$ cat src/rtl/opnd_ea_seq.sv
module opnd_ea_seq #(
  parameter int DW = 16,
  parameter int RW = 3
) (
  input  logic          clk,
  input  logic          rst_n,
  input  logic          start,
  input  logic [5:0]    spec,
  input  logic          byte_op,
  input  logic          is_dst,
  output logic [RW-1:0] rf_rsel,
  input  logic [DW-1:0] rf_rdata,
  input  logic [DW-1:0] rf_pc,
  output logic          rf_we,
  output logic [RW-1:0] rf_wsel,
  output logic [DW-1:0] rf_wdata,
  output logic          mem_req,
  output logic [DW-1:0] mem_addr,
  input  logic          mem_ready,
  input  logic [DW-1:0] mem_rdata,
  output logic [DW-1:0] ea,
  output logic          reg_direct,
  output logic [DW-1:0] op_data,
  output logic          illegal,
  output logic          done
);

  localparam logic [RW-1:0] PC_IDX = RW'(7);
  localparam logic [RW-1:0] SP_IDX = RW'(6);
  localparam int HB = DW / 2;

  typedef enum logic [2:0] {S_IDLE, S_CALC, S_IDX, S_PTR, S_DATA} st_t;
  st_t st;

  logic [2:0]    md;
  logic [RW-1:0] rn;
  logic          byt, dst;
  logic [DW-1:0] ea_q, data_q;
  logic          dir_q, ill_q, done_q;

  logic          pc_bad, small_step;
  logic [DW-1:0] step, incr, pc_next, idx_base, byte_sel;

  assign pc_bad     = (md == 3'd4 || md == 3'd5) && rn == PC_IDX;
  assign small_step = byt && (md == 3'd2 || md == 3'd4) && rn != SP_IDX && rn != PC_IDX;
  assign step       = small_step ? DW'(1) : DW'(2);
  assign incr       = (md == 3'd3 || md == 3'd5) ? DW'(2) : step;
  assign pc_next    = rf_pc + DW'(2);
  assign idx_base   = (rn == PC_IDX) ? pc_next : rf_rdata;
  assign byte_sel   = ea_q[0] ? {{(DW-HB){1'b0}}, mem_rdata[DW-1:HB]}
                              : {{(DW-HB){1'b0}}, mem_rdata[HB-1:0]};

  assign rf_rsel  = rn;
  assign rf_we    = (st == S_CALC && !pc_bad && (md == 3'd2 || md == 3'd3 || md == 3'd4 || md == 3'd5))
                 || (st == S_IDX && mem_ready);
  assign rf_wsel  = (st == S_IDX) ? PC_IDX : rn;
  assign rf_wdata = (st == S_IDX) ? pc_next
                  : (md[2] ? rf_rdata - incr : rf_rdata + incr);

  assign mem_req  = (st == S_IDX) || (st == S_PTR) || (st == S_DATA);
  assign mem_addr = (st == S_IDX) ? {rf_pc[DW-1:1], 1'b0} : {ea_q[DW-1:1], 1'b0};

  assign ea         = ea_q;
  assign op_data    = data_q;
  assign reg_direct = dir_q;
  assign illegal    = ill_q;
  assign done       = done_q;

  always_ff @(posedge clk or negedge rst_n) begin
    if (!rst_n) begin
      st     <= S_IDLE;
      md     <= '0;
      rn     <= '0;
      byt    <= 1'b0;
      dst    <= 1'b0;
      ea_q   <= '0;
      data_q <= '0;
      dir_q  <= 1'b0;
      ill_q  <= 1'b0;
      done_q <= 1'b0;
    end else begin
      done_q <= 1'b0;
      case (st)
        S_IDLE: if (start) begin
          md     <= spec[5:3];
          rn     <= spec[RW-1:0];
          byt    <= byte_op;
          dst    <= is_dst;
          dir_q  <= 1'b0;
          ill_q  <= 1'b0;
          data_q <= '0;
          st     <= S_CALC;
        end
        S_CALC: begin
          case (md)
            3'd0: begin
              ea_q   <= DW'(rn);
              data_q <= byt ? {{(DW-HB){1'b0}}, rf_rdata[HB-1:0]} : rf_rdata;
              dir_q  <= 1'b1;
              done_q <= 1'b1;
              st     <= S_IDLE;
            end
            3'd1, 3'd2: begin
              ea_q <= rf_rdata;
              if (dst) begin done_q <= 1'b1; st <= S_IDLE; end
              else st <= S_DATA;
            end
            3'd3: begin
              ea_q <= rf_rdata;
              st   <= S_PTR;
            end
            3'd4: begin
              if (pc_bad) begin
                ill_q <= 1'b1; done_q <= 1'b1; st <= S_IDLE;
              end else begin
                ea_q <= rf_rdata - step;
                if (dst) begin done_q <= 1'b1; st <= S_IDLE; end
                else st <= S_DATA;
              end
            end
            3'd5: begin
              if (pc_bad) begin
                ill_q <= 1'b1; done_q <= 1'b1; st <= S_IDLE;
              end else begin
                ea_q <= rf_rdata - DW'(2);
                st   <= S_PTR;
              end
            end
            default: st <= S_IDX;
          endcase
        end
        S_IDX: if (mem_ready) begin
          ea_q <= idx_base + mem_rdata;
          if (md == 3'd7) st <= S_PTR;
          else if (dst) begin done_q <= 1'b1; st <= S_IDLE; end
          else st <= S_DATA;
        end
        S_PTR: if (mem_ready) begin
          ea_q <= mem_rdata;
          if (dst) begin done_q <= 1'b1; st <= S_IDLE; end
          else st <= S_DATA;
        end
        S_DATA: if (mem_ready) begin
          data_q <= byt ? byte_sel : mem_rdata;
          done_q <= 1'b1;
          st     <= S_IDLE;
        end
        default: st <= S_IDLE;
      endcase
    end
  end

  AST_REQ_HOLD: assert property (@(posedge clk) disable iff (!rst_n)
    (mem_req && !mem_ready) |=> (mem_req && $stable(mem_addr)));
  AST_EVEN_ADDR: assert property (@(posedge clk) disable iff (!rst_n)
    mem_req |-> !mem_addr[0]);
  AST_DONE_PULSE: assert property (@(posedge clk) disable iff (!rst_n)
    done |=> !done);
  AST_PC_STEP: assert property (@(posedge clk) disable iff (!rst_n)
    (rf_we && rf_wsel == PC_IDX) |-> (rf_wdata == rf_pc + DW'(2)));
  AST_ILL_QUIET: assert property (@(posedge clk) disable iff (!rst_n)
    (done && illegal) |-> ($past(!rf_we) && $past(!mem_req)));
  AST_DIR_NOMEM: assert property (@(posedge clk) disable iff (!rst_n)
    (done && reg_direct) |-> ($past(!mem_req) && !illegal));

endmodule

$ cat config.mk
export PLATFORM = sky130hd
export DESIGN_NAME = opnd_ea_seq
export DESIGN_NICKNAME = d
export VERILOG_FILES = /design/src/rtl/opnd_ea_seq.sv
export SDC_FILE = /design/constraint.sdc
export NUM_CORES = 1
export LEC_CHECK = 0
export BUFFER_PORTS_ARGS = -buffer_cell sky130_fd_sc_hd__buf_2
export CAP_MARGIN = 15
export CORE_AREA = 5 5 130 132
export DETAILED_ROUTE_END_ITERATION = 10
export DIE_AREA = 0 0 135 137
export GPL_ROUTABILITY_DRIVEN = 0
export GPL_TIMING_DRIVEN = 0
export PLACE_DENSITY_LB_ADDON = 0.2
export RECOVER_POWER = 50
export SLEW_MARGIN = 10
export SYNTH_ARGS = -nofsm -noshare
export SYNTH_HDL_FRONTEND = slang
export SYNTH_SLANG_ARGS = --single-unit
$ cat constraint.sdc
create_clock -name clk -period 4.6 [get_ports clk]
set_input_delay 0.46 -clock clk [delete_from_list [all_inputs] [get_ports clk]]
set_output_delay 0.46 -clock clk [all_outputs]
set_load 0.02 [all_outputs]
==> out/summary.txt <==
Final worst hold slack: 0.220 ns
Placeable core region: 15600 um^2
Placement row count: 46
Part of the cycle the worst path needs: 95.2%
Port Buf Inserts: 131
P_sw: 0.00300 W
Mapped Cells: 786
Required time reported for the critical path endpoint: 4.14 ns
Main area contributors after synthesis: dfrtp_1 (21%), nand2_1 (9.6%), ha_1 (7.6%), a21oi_1 (6.1%), o21ai_0 (5.6%)
Worst slack at placement: -0.00681 ns
Maxcap violations: 1
First-pass GRT wire length: 34400 um
Chip height: 137 um
Global-route congestion overflow total: 0
TritonCTS clock tree: yes
Post-detailed-route count of antenna-violating nets: 0
Tot GR Track Use: 24.1%
Vias in the first global route: 5989
Cell-internal power: 0.00224 W
Part of the power in combinational logic: 76.8%
Number of primary I/O pins: 135
Fraction of final layout cells with drive strength greater than 1: 16.6%
Transition time at the pin with the least slew margin: 1.82 ns
Initial Utilization: 35.9%
Cell type with the highest aggregate area in the netlist: dfrtp_1
Total Power Consumption: 0.00524 W
Final wirelength: 22900 um
Crit path launch: md[2]
Max Root-Sink Buffers: 2
Post-CTS Setup Inserts: 0
Pin count of the biggest net entering global routing: 47
Fraction of post-synthesis cell area in the top cell type by area: 20.5%
PwrDens: 784 nW/um^2
Number of distinct library cells after synthesis: 79
Power share of the sequential group: 14.7%
Number of antenna diodes: 0
Number of nets in the layout: 1020
Worst path arrival time: 3.92 ns
Worst Skew: 0.00453 ns
Num CTS Buffers: 5
VDD IR max: 0.000370 V
Vias after detailed routing: 6457
Leakage component of the power: 2.88 nW
Mapped Area: 5610 um^2
Run status: complete, but fails checks
Critical Setup Path Class: reg2out
Ys async rst share: 100%
Post-detail-place hpwl: 17900 um
Clock network fraction of total power: 8.4%
Number of enable flip-flop cells after synthesis: 0
Iteration-0 DRC count of the detailed router: 753
Worst setup margin: 0.222 ns
RSZ-0062 raised after global routing: no
Failing checks: max-capacitance violations, max-slew violations
CTS Sinks: 46
Net count after synthesis: 883
Insertion delay of the later-clocked pin in the worst-skew pair: 0.30 ns
Detailed Routing Iterations Pass 1: 5
Number of endpoints with negative hold slack in the final report: 0
Kind of launch point of the worst setup path: register
Average routed wire per standard cell: 20.1 um
Number of remaining DRC errors: 0
Headroom to the max-slew limit: -21.4%
Per-cell via count in the routed design: 5.66
Clock input transition at the sequential cells of the worst setup and hold paths: 0.07 ns
Largest fanout on the critical path: 19
Critical path capture point type: primary output
Post-synth top flop: dfrtp_1
Cell at the root of the clock tree: clkbuf_16
Mean Syn Cell Area: 7.13 um^2
Number of levels the H-tree was split into: 2
Net switching fraction of the power: 57.2%
Tightest Hold Check Type: in2async
Min Tclk post-route: 4.38 ns
Count of final max-slew check failures: 34
Upper clock frequency limit: 228 MHz
Number of flip-flops and latches in the synthesized netlist: 46
Warnings, synthesis: 0
Filler cells: 1741
Die Width: 135 um
Area growth syn-to-layout: 19.1%
Sequential fraction of the synthesis area: 20.5%
Die Outline Area: 18500 um^2
Antenna violations before repair: 0
Worst r2r src: md[2]
Setup violation total in the final timing report: 0
[power by group through the flow]
| stage | registers [W] | clock network (W) | logic (W) |
|---|---|---|---|
| 2_1_floorplan | 0.000901 | 0 | 0.00263 |
| 3_3_place_gp | 0.000755 | 0 | 0.00401 |
| 3_5_place_dp | 0.000761 | 0 | 0.00402 |
| 4_1_cts | 0.000754 | 0.000446 | 0.00403 |
| 5_1_grt | 0.000801 | 0.000465 | 0.00438 |
| 6_report | 0.000773 | 0.000441 | 0.00403 |
[worst paths after layout]
check                               endpoint  slack [ns]  cells after the start
worst max-delay path            rf_wdata[15]        0.22                     13
worst min-delay path                   ea[1]        0.22                      1
worst max register to register        ea[12]        0.39                     14
worst min register to register   op_data[11]        0.48                      2
max in group asynchronous              md[2]        2.11                      2
min in group clk                       md[1]        0.36                      3
[cell usage in the layout, fill, tap and decap left out, types with 5 or more instances in the layout]
cell       instances
a21oi_1           68
inv_1             18
a221oi_1           5
xor2_1            22
xnor2_1           21
clkbuf_1          63
o21a_1             6
or2_2              5
nor4_1             5
a31oi_1           11
buf_2            100
clkbuf_16          5
mux2i_1            9
dfrtp_1           45
nor3_1            16
or3_1              6
nand4_1            5
nand2_1          143
o31ai_1           10
nor2b_1            6
o22ai_1           11
ha_1              34
a211oi_1           6
mux2_2             6
nand2b_1           9
nor2_1            67
nand3_1           31
and3_1             7
a21o_1             9
o21ai_0           63
a22oi_1           14
[final cells by class]
type	count	area [um^2]	share of cell area (%)
Tap cell	216	270	4.05
Clock buffer	5	125	1.87
Sequential cell	46	1150	17.3
Multi-Input combinational cell	669	4110	61.5
Timing Repair Buffer	132	612	9.16
Clock inverter	3	48.8	0.730
Buffer	49	278	4.16
Inverter	20	82.6	1.24
[repair_timing]
item	4_1_cts	5_1_grt
gates resized for setup	2	8
pin swaps	0	0
hold buffers	0	0
setup endpoints to repair	6	11
[worst max-delay path, stage by stage, from the launching register on]
cell        delay (ns)
dfrtp_2           0.56
clkbuf_4          0.37
clkinvlp_4        0.24
nand2_1           0.25
a211oi_2          0.12
ha_1              0.23
nor2b_1           0.17
o31a_1            0.16
o21ai_1           0.12
a2111o_1          0.48
a21oi_1           0.28
a21oi_1           0.11
o31ai_1           0.29
buf_2             0.22
[metal layers]
layer / vias to the layer above / wire (um) / track usage, %
met5: - / 0 / 0
met3: 58 / 1960 / 3.97
met4: 0 / 817 / 8.23
met1: 2970 / 9890 / 33.6
met2: 314 / 10300 / 37.9
li1: 3115 / - / -
[metrics by stage]
step | area, um^2 | instances | utilization, % | setup TNS (ns)
after floorplan | 5610 | 786 | - | 0
after global placement | 6530 | 1133 | 41.9 | 0
after detailed placement | 6530 | 1133 | 41.9 | -0.00681
after CTS | 6710 | 1140 | 43.0 | 0
after global routing | 6680 | 1140 | 42.8 | 0
final | 6680 | 1140 | 42.8 | 0
[cell usage after synthesis, types with 9 or more instances]
cell	number
xnor2_1	21
o31ai_1	10
a21oi_1	68
a31oi_1	11
nor2_1	67
clkbuf_1	28
a22oi_1	14
ha_1	34
o21ai_0	63
xor2_1	22
a21o_1	9
inv_1	19
mux2i_1	9
nand2b_1	9
nand3_1	31
dfrtp_1	46
nor3_1	16
o22ai_1	11
nand2_1	143
[state kept, by name (all words and copies together) (netlist names)]
signal	count
ea	16
op_data	16
md	3
rf_rsel	3
st	3
byt	1
done	1
dst	1
illegal	1
reg_direct	1
[kinds of logic (layout without fill, tap and decap cells)]
family          count (synthesis)  count (layout)  share of synthesized area, %
simple gates                  323             323                          26.8
compound gates                250             250                          28.1
xor+xnor                       43              43                          6.72
flops                          46              46                          20.5
buf+inv                        71             209                          6.32
other cells                     1               1                        0.0669
mux                            15              15                          2.81
fa+ha+maj                      37              37                          8.66
Power figures use the tool's default switching activity.
